`src/rtl/mdio_master.sv`:
```
module mdio_master #(
  parameter int DIV_W    = 10,
  parameter int DIV_INIT = 4,
  parameter int PRE_LEN  = 32
) (
  input  logic        clk,
  input  logic        rst_n,
  input  logic        reg_wr,
  input  logic [4:0]  reg_addr,
  input  logic [15:0] reg_wdata,
  output logic [15:0] reg_rdata,
  output logic        mdc,
  output logic        mdio_o,
  output logic        mdio_oe,
  input  logic        mdio_i
);
  localparam int FRM_LEN = 32;
  localparam int TOT_LEN = PRE_LEN + FRM_LEN;
  localparam int RW      = $clog2(TOT_LEN + 1);
  localparam logic [RW-1:0] R_ONE  = RW'(1);
  localparam logic [RW-1:0] R_DATA = RW'(16);
  localparam logic [RW-1:0] R_TA2  = RW'(17);
  localparam logic [RW-1:0] R_REL  = RW'(18);
  localparam logic [4:0] A_CTL = 5'h00, A_DIV = 5'h04, A_CMD = 5'h10;
  localparam logic [4:0] A_ADR = 5'h14, A_DAT = 5'h18, A_STS = 5'h1C;
  localparam logic [1:0] OP_ADR = 2'd0, OP_WR = 2'd1, OP_RD = 2'd2, OP_RSV = 2'd3;

  logic             hold, sel_mdio, sup, mode, busy, err;
  logic [1:0]       op;
  logic [DIV_W-1:0] div, hc;
  logic [4:0]       phy, regn;
  logic [15:0]      dat;
  logic [TOT_LEN-1:0] sh;
  logic [RW-1:0]    rem;

  logic en, go, is_rd, tick, rise;
  logic [1:0] nop, f_st, f_op, f_ta;
  logic [15:0] f_dat;
  logic [FRM_LEN-1:0] frm;

  assign en    = !hold && sel_mdio;
  assign nop   = reg_wdata[9:8];
  assign go    = reg_wr && reg_addr == A_CMD && !busy && en && nop != OP_RSV;
  assign is_rd = op == OP_RD;
  assign tick  = busy && hc == div;
  assign rise  = tick && !mdc;

  assign f_st  = (nop == OP_ADR || !mode) ? 2'b00 : 2'b01;
  assign f_op  = (nop == OP_ADR) ? 2'b00 : (nop == OP_WR) ? 2'b01 : (mode ? 2'b10 : 2'b11);
  assign f_ta  = (nop == OP_RD) ? 2'b11 : 2'b10;
  assign f_dat = (nop == OP_RD) ? 16'hFFFF : dat;
  assign frm   = {f_st, f_op, phy, regn, f_ta, f_dat};

  assign mdio_o  = busy ? sh[TOT_LEN-1] : 1'b1;
  assign mdio_oe = busy && !(is_rd && rem <= R_REL);

  always_ff @(posedge clk or negedge rst_n) begin
    if (!rst_n) begin
      busy <= 1'b0;
      mdc  <= 1'b0;
      hc   <= '0;
      sh   <= '1;
      rem  <= '0;
    end else if (hold) begin
      busy <= 1'b0;
      mdc  <= 1'b0;
      hc   <= '0;
    end else if (go) begin
      busy <= 1'b1;
      mdc  <= 1'b0;
      hc   <= '0;
      if (reg_wdata[0]) begin
        sh  <= {frm, {PRE_LEN{1'b1}}};
        rem <= RW'(FRM_LEN);
      end else begin
        sh  <= {{PRE_LEN{1'b1}}, frm};
        rem <= RW'(TOT_LEN);
      end
    end else if (busy) begin
      if (tick) begin
        hc  <= '0;
        mdc <= !mdc;
        if (mdc) begin
          if (rem == R_ONE) busy <= 1'b0;
          sh  <= {sh[TOT_LEN-2:0], 1'b1};
          rem <= rem - R_ONE;
        end
      end else begin
        hc <= hc + 1'b1;
      end
    end
  end

  always_ff @(posedge clk or negedge rst_n) begin
    if (!rst_n) begin
      hold     <= 1'b1;
      sel_mdio <= 1'b1;
      div      <= DIV_W'(DIV_INIT);
      op       <= 2'd0;
      sup      <= 1'b0;
      mode     <= 1'b0;
      phy      <= '0;
      regn     <= '0;
      dat      <= '0;
      err      <= 1'b0;
    end else begin
      if (reg_wr && reg_addr == A_CTL) begin
        hold     <= reg_wdata[15];
        sel_mdio <= reg_wdata[12];
      end
      if (reg_wr && reg_addr == A_DIV) div <= reg_wdata[DIV_W-1:0];
      if (go) begin
        op  <= nop;
        sup <= reg_wdata[0];
      end
      if (reg_wr && reg_addr == A_ADR) begin
        mode <= reg_wdata[14];
        phy  <= reg_wdata[12:8];
        regn <= reg_wdata[4:0];
      end
      if (reg_wr && reg_addr == A_DAT) dat <= reg_wdata;
      if (rise && is_rd && rem <= R_DATA) dat <= {dat[14:0], mdio_i};
      if (reg_wr && reg_addr == A_STS && reg_wdata[1]) err <= 1'b0;
      if (rise && is_rd && rem == R_TA2 && mdio_i) err <= 1'b1;
    end
  end

  always_comb begin
    case (reg_addr)
      A_CTL:   reg_rdata = {hold, 2'b00, sel_mdio, 12'h000};
      A_DIV:   reg_rdata = {{(16-DIV_W){1'b0}}, div};
      A_CMD:   reg_rdata = {busy, 5'b00000, op, 7'b0000000, sup};
      A_ADR:   reg_rdata = {1'b0, mode, 1'b0, phy, 3'b000, regn};
      A_DAT:   reg_rdata = dat;
      A_STS:   reg_rdata = {14'h0000, err, 1'b0};
      default: reg_rdata = 16'h0000;
    endcase
  end
endmodule

```
`config.mk`:
```
export PLATFORM = sky130hd
export DESIGN_NAME = mdio_master
export DESIGN_NICKNAME = d
export VERILOG_FILES = /design/src/rtl/mdio_master.sv
export SDC_FILE = /design/constraint.sdc
export NUM_CORES = 1
export LEC_CHECK = 0
export BUFFER_PORTS_ARGS = -buffer_cell sky130_fd_sc_hd__clkbuf_2
export CAP_MARGIN = 40
export CORE_ASPECT_RATIO = 1.2
export CORE_MARGIN = 2
export CORE_UTILIZATION = 45
export DETAILED_ROUTE_END_ITERATION = 8
export GPL_ROUTABILITY_DRIVEN = 0
export PLACE_DENSITY = 0.7
export SYNTH_ARGS = -nofsm -noshare
export SYNTH_HDL_FRONTEND = slang
export SYNTH_SLANG_ARGS = --single-unit
export TNS_END_PERCENT = 30
```
`constraint.sdc`:
```
create_clock -name clk -period 2 [get_ports clk]
set_input_delay 0.3 -clock clk [delete_from_list [all_inputs] [get_ports clk]]
set_output_delay 0.3 -clock clk [all_outputs]
set_load 0.03 [all_outputs]
```
==> metrics.log <==
INFO  metric status = finished, violations left
INFO  metric failing_checks = setup timing
INFO  metric hold_path_end = phy[2]$_DFFE_PN0P_
INFO  metric ys_types = 64
INFO  metric power_frac_clock = around 44%
INFO  metric synth.avg_cell_area = roughly 10 sq um
INFO  metric timing_max_transition_violations_final = 0
INFO  metric worst-path-max-fanout = 2
INFO  metric worstRegToRegCells = 5
INFO  metric p_sw = approximately 1.9 mW
INFO  metric detailedPlacementHpwl = 12.2 mm
INFO  metric setup_repair_after_global_routing_missed_its_margin = yes
INFO  metric crit_end_element = output port
INFO  metric layout-area-overhead-vs-synth = 31.1%
INFO  metric synth_sequential_area_ratio = between 50% and 60%
INFO  metric final_cell_count_no_fill = between 900 and 1000
INFO  metric cts_buffers = 17
INFO  metric final-hold-violation-count = 0
INFO  metric worst_ep_required_time = approximately 1.7 ns
INFO  metric syn_nets = approximately 650
INFO  metric finalPower = roughly 7.5 mW
INFO  metric clock_latency = 0.42 ns
INFO  metric seq_power_share = between 40 and 50%
INFO  metric internal-power = around 5.6 mW
INFO  metric multiInputGateArea = 2990 sq um
INFO  metric synth_most_common_cell = sky130_fd_sc_hd__nor2_1
INFO  metric netlist_instances = between 600 and 700
INFO  metric layout_setup_ws = -0.0968 ns
INFO  metric totalNegativeSetupSlack = -0.508 ns
INFO  metric worstHoldPathType = input port to flip-flop
INFO  metric synth.area.top_cells = sky130_fd_sc_hd__dfstp_2, sky130_fd_sc_hd__dfrtp_1, sky130_fd_sc_hd__nor2_1
INFO  metric relSlewSlack = between 70% and 80%
INFO  metric sw_frac_of_total = between 20% and 30%
INFO  metric hp-start = reg_wdata[10]
INFO  metric worstReg2RegStart = hc[4]$_DFFE_PN0P_
INFO  metric predominant_post_synthesis_flop_cell = sky130_fd_sc_hd__dfstp_2
INFO  metric worst_setup_path_start_kind = flip-flop
INFO  metric drive_gt1_share = 40.3%
INFO  metric crit_path_max_incr_delay = 0.56 ns
INFO  metric number_of_antenna_violations_at_the_first_check_in_global_routing = 0
INFO  metric leakage_power_total = 3.78 nW
INFO  metric min_period = ~2.1 ns
INFO  metric r2r_end = rem[5]$_DFFE_PN0P_
INFO  metric synth-edff-count = 0
INFO  metric comb_power_share = about an eighth
INFO  metric cts.reportedPaths.clkPinSlew = approximately 0.06 ns
INFO  metric final_net_count = between 700 and 800
INFO  metric clock-sinks = ~130
INFO  metric crit_chain = or4b_4, buf_6, a21oi_2, nor2_1, clkbuf_8
INFO  metric global_route_wire_length_before_repair = ~29 mm
INFO  metric largest_net_degree_at_the_start_of_global_routing = 47
INFO  metric synth_area = 6320 sq um
INFO  metric max-clock-path-buffers = 2
INFO  metric clock_tree_from_tritoncts = done
INFO  metric port_buffers = 43
INFO  metric routed_via_density = 6.01
INFO  metric detail_route.wl_per_cell = ~20 um
INFO  metric hold-path-cell-count = 2
INFO  metric dp.cells = between 800 and 900
INFO  metric final_setup_violation_count = 18
INFO  metric n_antenna_cell = 0
INFO  metric netlist.top_cell.by_area = sky130_fd_sc_hd__dfstp_2
INFO  metric finish.utilization = between 60% and 70%
INFO  metric yosysWarningCount = 0
INFO  metric synth_top_area_share = 27.9%
INFO  metric yosys_register_bits = around 130
INFO  metric cap_viol_max_count = 0
INFO  metric vdd.ir_drop.worst = 546 uV
INFO  metric htreeDepth = 4
INFO  metric routed_wirelength = approximately 18 mm
INFO  metric achievable-frequency = ~480 MHz
INFO  metric die_area = 15000 sq um
INFO  metric post-route-period-util = 105%
INFO  metric drt.antenna.violating_nets = 0
INFO  metric floorplan.io_pins = 44
INFO  metric fin_worst_skew = around 0.0070 ns
INFO  metric final.fill_count = approximately 1100
INFO  metric drt-initial-drc-count = around 500
INFO  metric cts-root-buf = sky130_fd_sc_hd__clkbuf_16
INFO  metric critPathArrivalTime = 1.80 ns
INFO  metric post_synth_top_cells = sky130_fd_sc_hd__nor2_1, sky130_fd_sc_hd__dfstp_2, sky130_fd_sc_hd__dfrtp_1, sky130_fd_sc_hd__nor3_1, sky130_fd_sc_hd__nand2_1
INFO  metric ff_latch_area = roughly 3200 sq um
INFO  metric detailedRoute.firstPassIterationCount = 7
INFO  metric die_w = between 100 and 150 um
INFO  metric via_count_of_the_first_global_routing_pass = roughly 5700
INFO  metric global_route.usage.total = 24.8%
INFO  metric core_region = 13800 sq um
INFO  metric power.density = 906 nW/um^2
INFO  metric grt_overflow_total = 0
INFO  metric ys_async_sr_fraction = 100%
INFO  metric timing.reg2reg.setup_slack = -0.05 ns
INFO  metric worst-slew-pin-transition = ~0.44 ns
INFO  metric die_h = between 100 and 150 um
INFO  metric start_util = between 40% and 50%
INFO  metric remaining_drc_errors = 0
INFO  metric via_count = roughly 5500
INFO  metric timing.critical_path.slowest_stage_cell = sky130_fd_sc_hd__or4b_4
INFO  metric rows = 47
INFO  metric critPathKind = flip-flop to output port
==> cell usage in the layout (no fill, tap or decap), types with 4 or more instances in the layout <==
cell type                   Yosys  layout
sky130_fd_sc_hd__clkbuf_2       0      35
sky130_fd_sc_hd__clkbuf_8       0       5
sky130_fd_sc_hd__buf_6          8       7
sky130_fd_sc_hd__nand4_1        8       8
sky130_fd_sc_hd__bufinv_16      0       4
sky130_fd_sc_hd__buf_12         0      13
sky130_fd_sc_hd__buf_4          1      72
sky130_fd_sc_hd__mux2i_1       21      21
sky130_fd_sc_hd__nor3_1        50      47
sky130_fd_sc_hd__o221a_1       16      16
sky130_fd_sc_hd__a21oi_1       25      24
sky130_fd_sc_hd__or3_1         18      18
sky130_fd_sc_hd__nor2_1        95      90
sky130_fd_sc_hd__nor3_2         5       6
sky130_fd_sc_hd__clkinv_2       0       5
sky130_fd_sc_hd__xor2_1         5       5
sky130_fd_sc_hd__nand3_1       13      12
sky130_fd_sc_hd__a222oi_1       7       7
sky130_fd_sc_hd__o22ai_1       24      21
sky130_fd_sc_hd__inv_1         10      10
sky130_fd_sc_hd__mux2_2        23      23
sky130_fd_sc_hd__xnor2_1       12       9
sky130_fd_sc_hd__dfrtp_1       59      59
sky130_fd_sc_hd__nor2_2         0       4
sky130_fd_sc_hd__clkbuf_16      0      18
sky130_fd_sc_hd__dfstp_2       67      67
sky130_fd_sc_hd__a22o_1         6       6
sky130_fd_sc_hd__o21ai_1        3       4
sky130_fd_sc_hd__ha_1           4       4
sky130_fd_sc_hd__nand2_1       43      43
==> layout make-up <==
class	instances	share of cell area (%)
sequential	126	39.1
clock buffer	21	5.68
timing repair buffer	135	14.1
clock inverter	11	1.95
tap	171	2.58
multi-input combinational	440	36.1
inverter	11	0.529
==> through the flow <==
stage | instance area [sq um] | setup WS (ns) | hold slack (ns)
floorplan | 6360 | -0.00969 | 0.00441
global placement | 7270 | -0.147 | 0.198
detailed placement | 7270 | -0.225 | 0.195
CTS | 8090 | -0.106 | 0.118
global route | 8280 | -0.154 | 0.130
finish | 8280 | -0.0968 | 0.131
==> state kept, by name, indices dropped and copies added, names as in the netlist <==
register and cells:
busy 1, dat 16, div 10, err 1, hc 10, hold 1
mdc 1, mode 1, op 2, phy 5, regn 5, rem 7
sel_mdio 1, sh 64, sup 1
==> timing repair <==
| item | 4_1_cts | 5_1_grt |
|---|---|---|
| buffers inserted | 4 | 7 |
| hold buffers | 1 | 0 |
| gates resized for setup | 27 | 34 |
| pin swaps | 8 | 12 |
| endpoints found under the hold margin | 11 | 0 |
| endpoints found under the setup margin | 88 | 102 |
| gates cloned | 2 | 1 |
==> worst max-delay path by stage <==
stage / end / from / depth (start not counted) / slack [ns]
6_report: mdio_oe / rem[6]$_DFFE_PN0P_ / 5 / -0.1
5_1_grt: mdio_oe / rem[6]$_DFFE_PN0P_ / 5 / -0.15
3_3_place_gp: rem[6]$_DFFE_PN0P_ / div[6]$_DFFE_PN0P_ / 6 / -0.15
4_1_cts: mdio_oe / rem[6]$_DFFE_PN0P_ / 5 / -0.11
2_1_floorplan: dat[12]$_DFFE_PN0P_ / rem[5]$_DFFE_PN0P_ / 7 / -0.01
3_5_place_dp: rem[6]$_DFFE_PN0P_ / hc[4]$_DFFE_PN0P_ / 6 / -0.22
==> power by group through the flow <==
stage / clock network (mW) / logic, mW / registers (mW)
after floorplan: 0 / 0.514 / 3.17
after global placement: 0 / 0.823 / 3.26
after detailed placement: 0 / 0.857 / 3.27
after CTS: 3.34 / 0.893 / 3.24
after global routing: 3.47 / 1.02 / 3.30
final: 3.31 / 0.932 / 3.26
==> kinds of logic after synthesis <==
| logic type | count (synthesis) | synth area share, % |
|---|---|---|
| mux | 44 | 7.42 |
| compound gates | 113 | 13.6 |
| simple gates | 262 | 20.4 |
| xor+xnor | 17 | 2.36 |
| buf+inv | 54 | 4.30 |
| flops | 126 | 51.2 |
| fa+ha+maj | 4 | 0.792 |
==> critical path, delay by kind of cell (launching register included) <==
kind | cells | cell delay, ns
AND/OR/NAND/NOR | 2 | 0.62
buffers and inverters | 2 | 0.30
AO/OA/AOI/OAI | 1 | 0.10
flip-flops | 1 | 0.38
==> routing by layer <==
metal / GRT usage (%) / up-vias / wire, um
li1: - / 2477 / -
met1: 30.6 / 2783 / 7280
met2: 42.2 / 205 / 9140
met3: 5.47 / 33 / 1130
met4: 10.5 / 0 / 501
met5: 0 / - / 0
No activity file was read; power rests on OpenSTA's default activity.
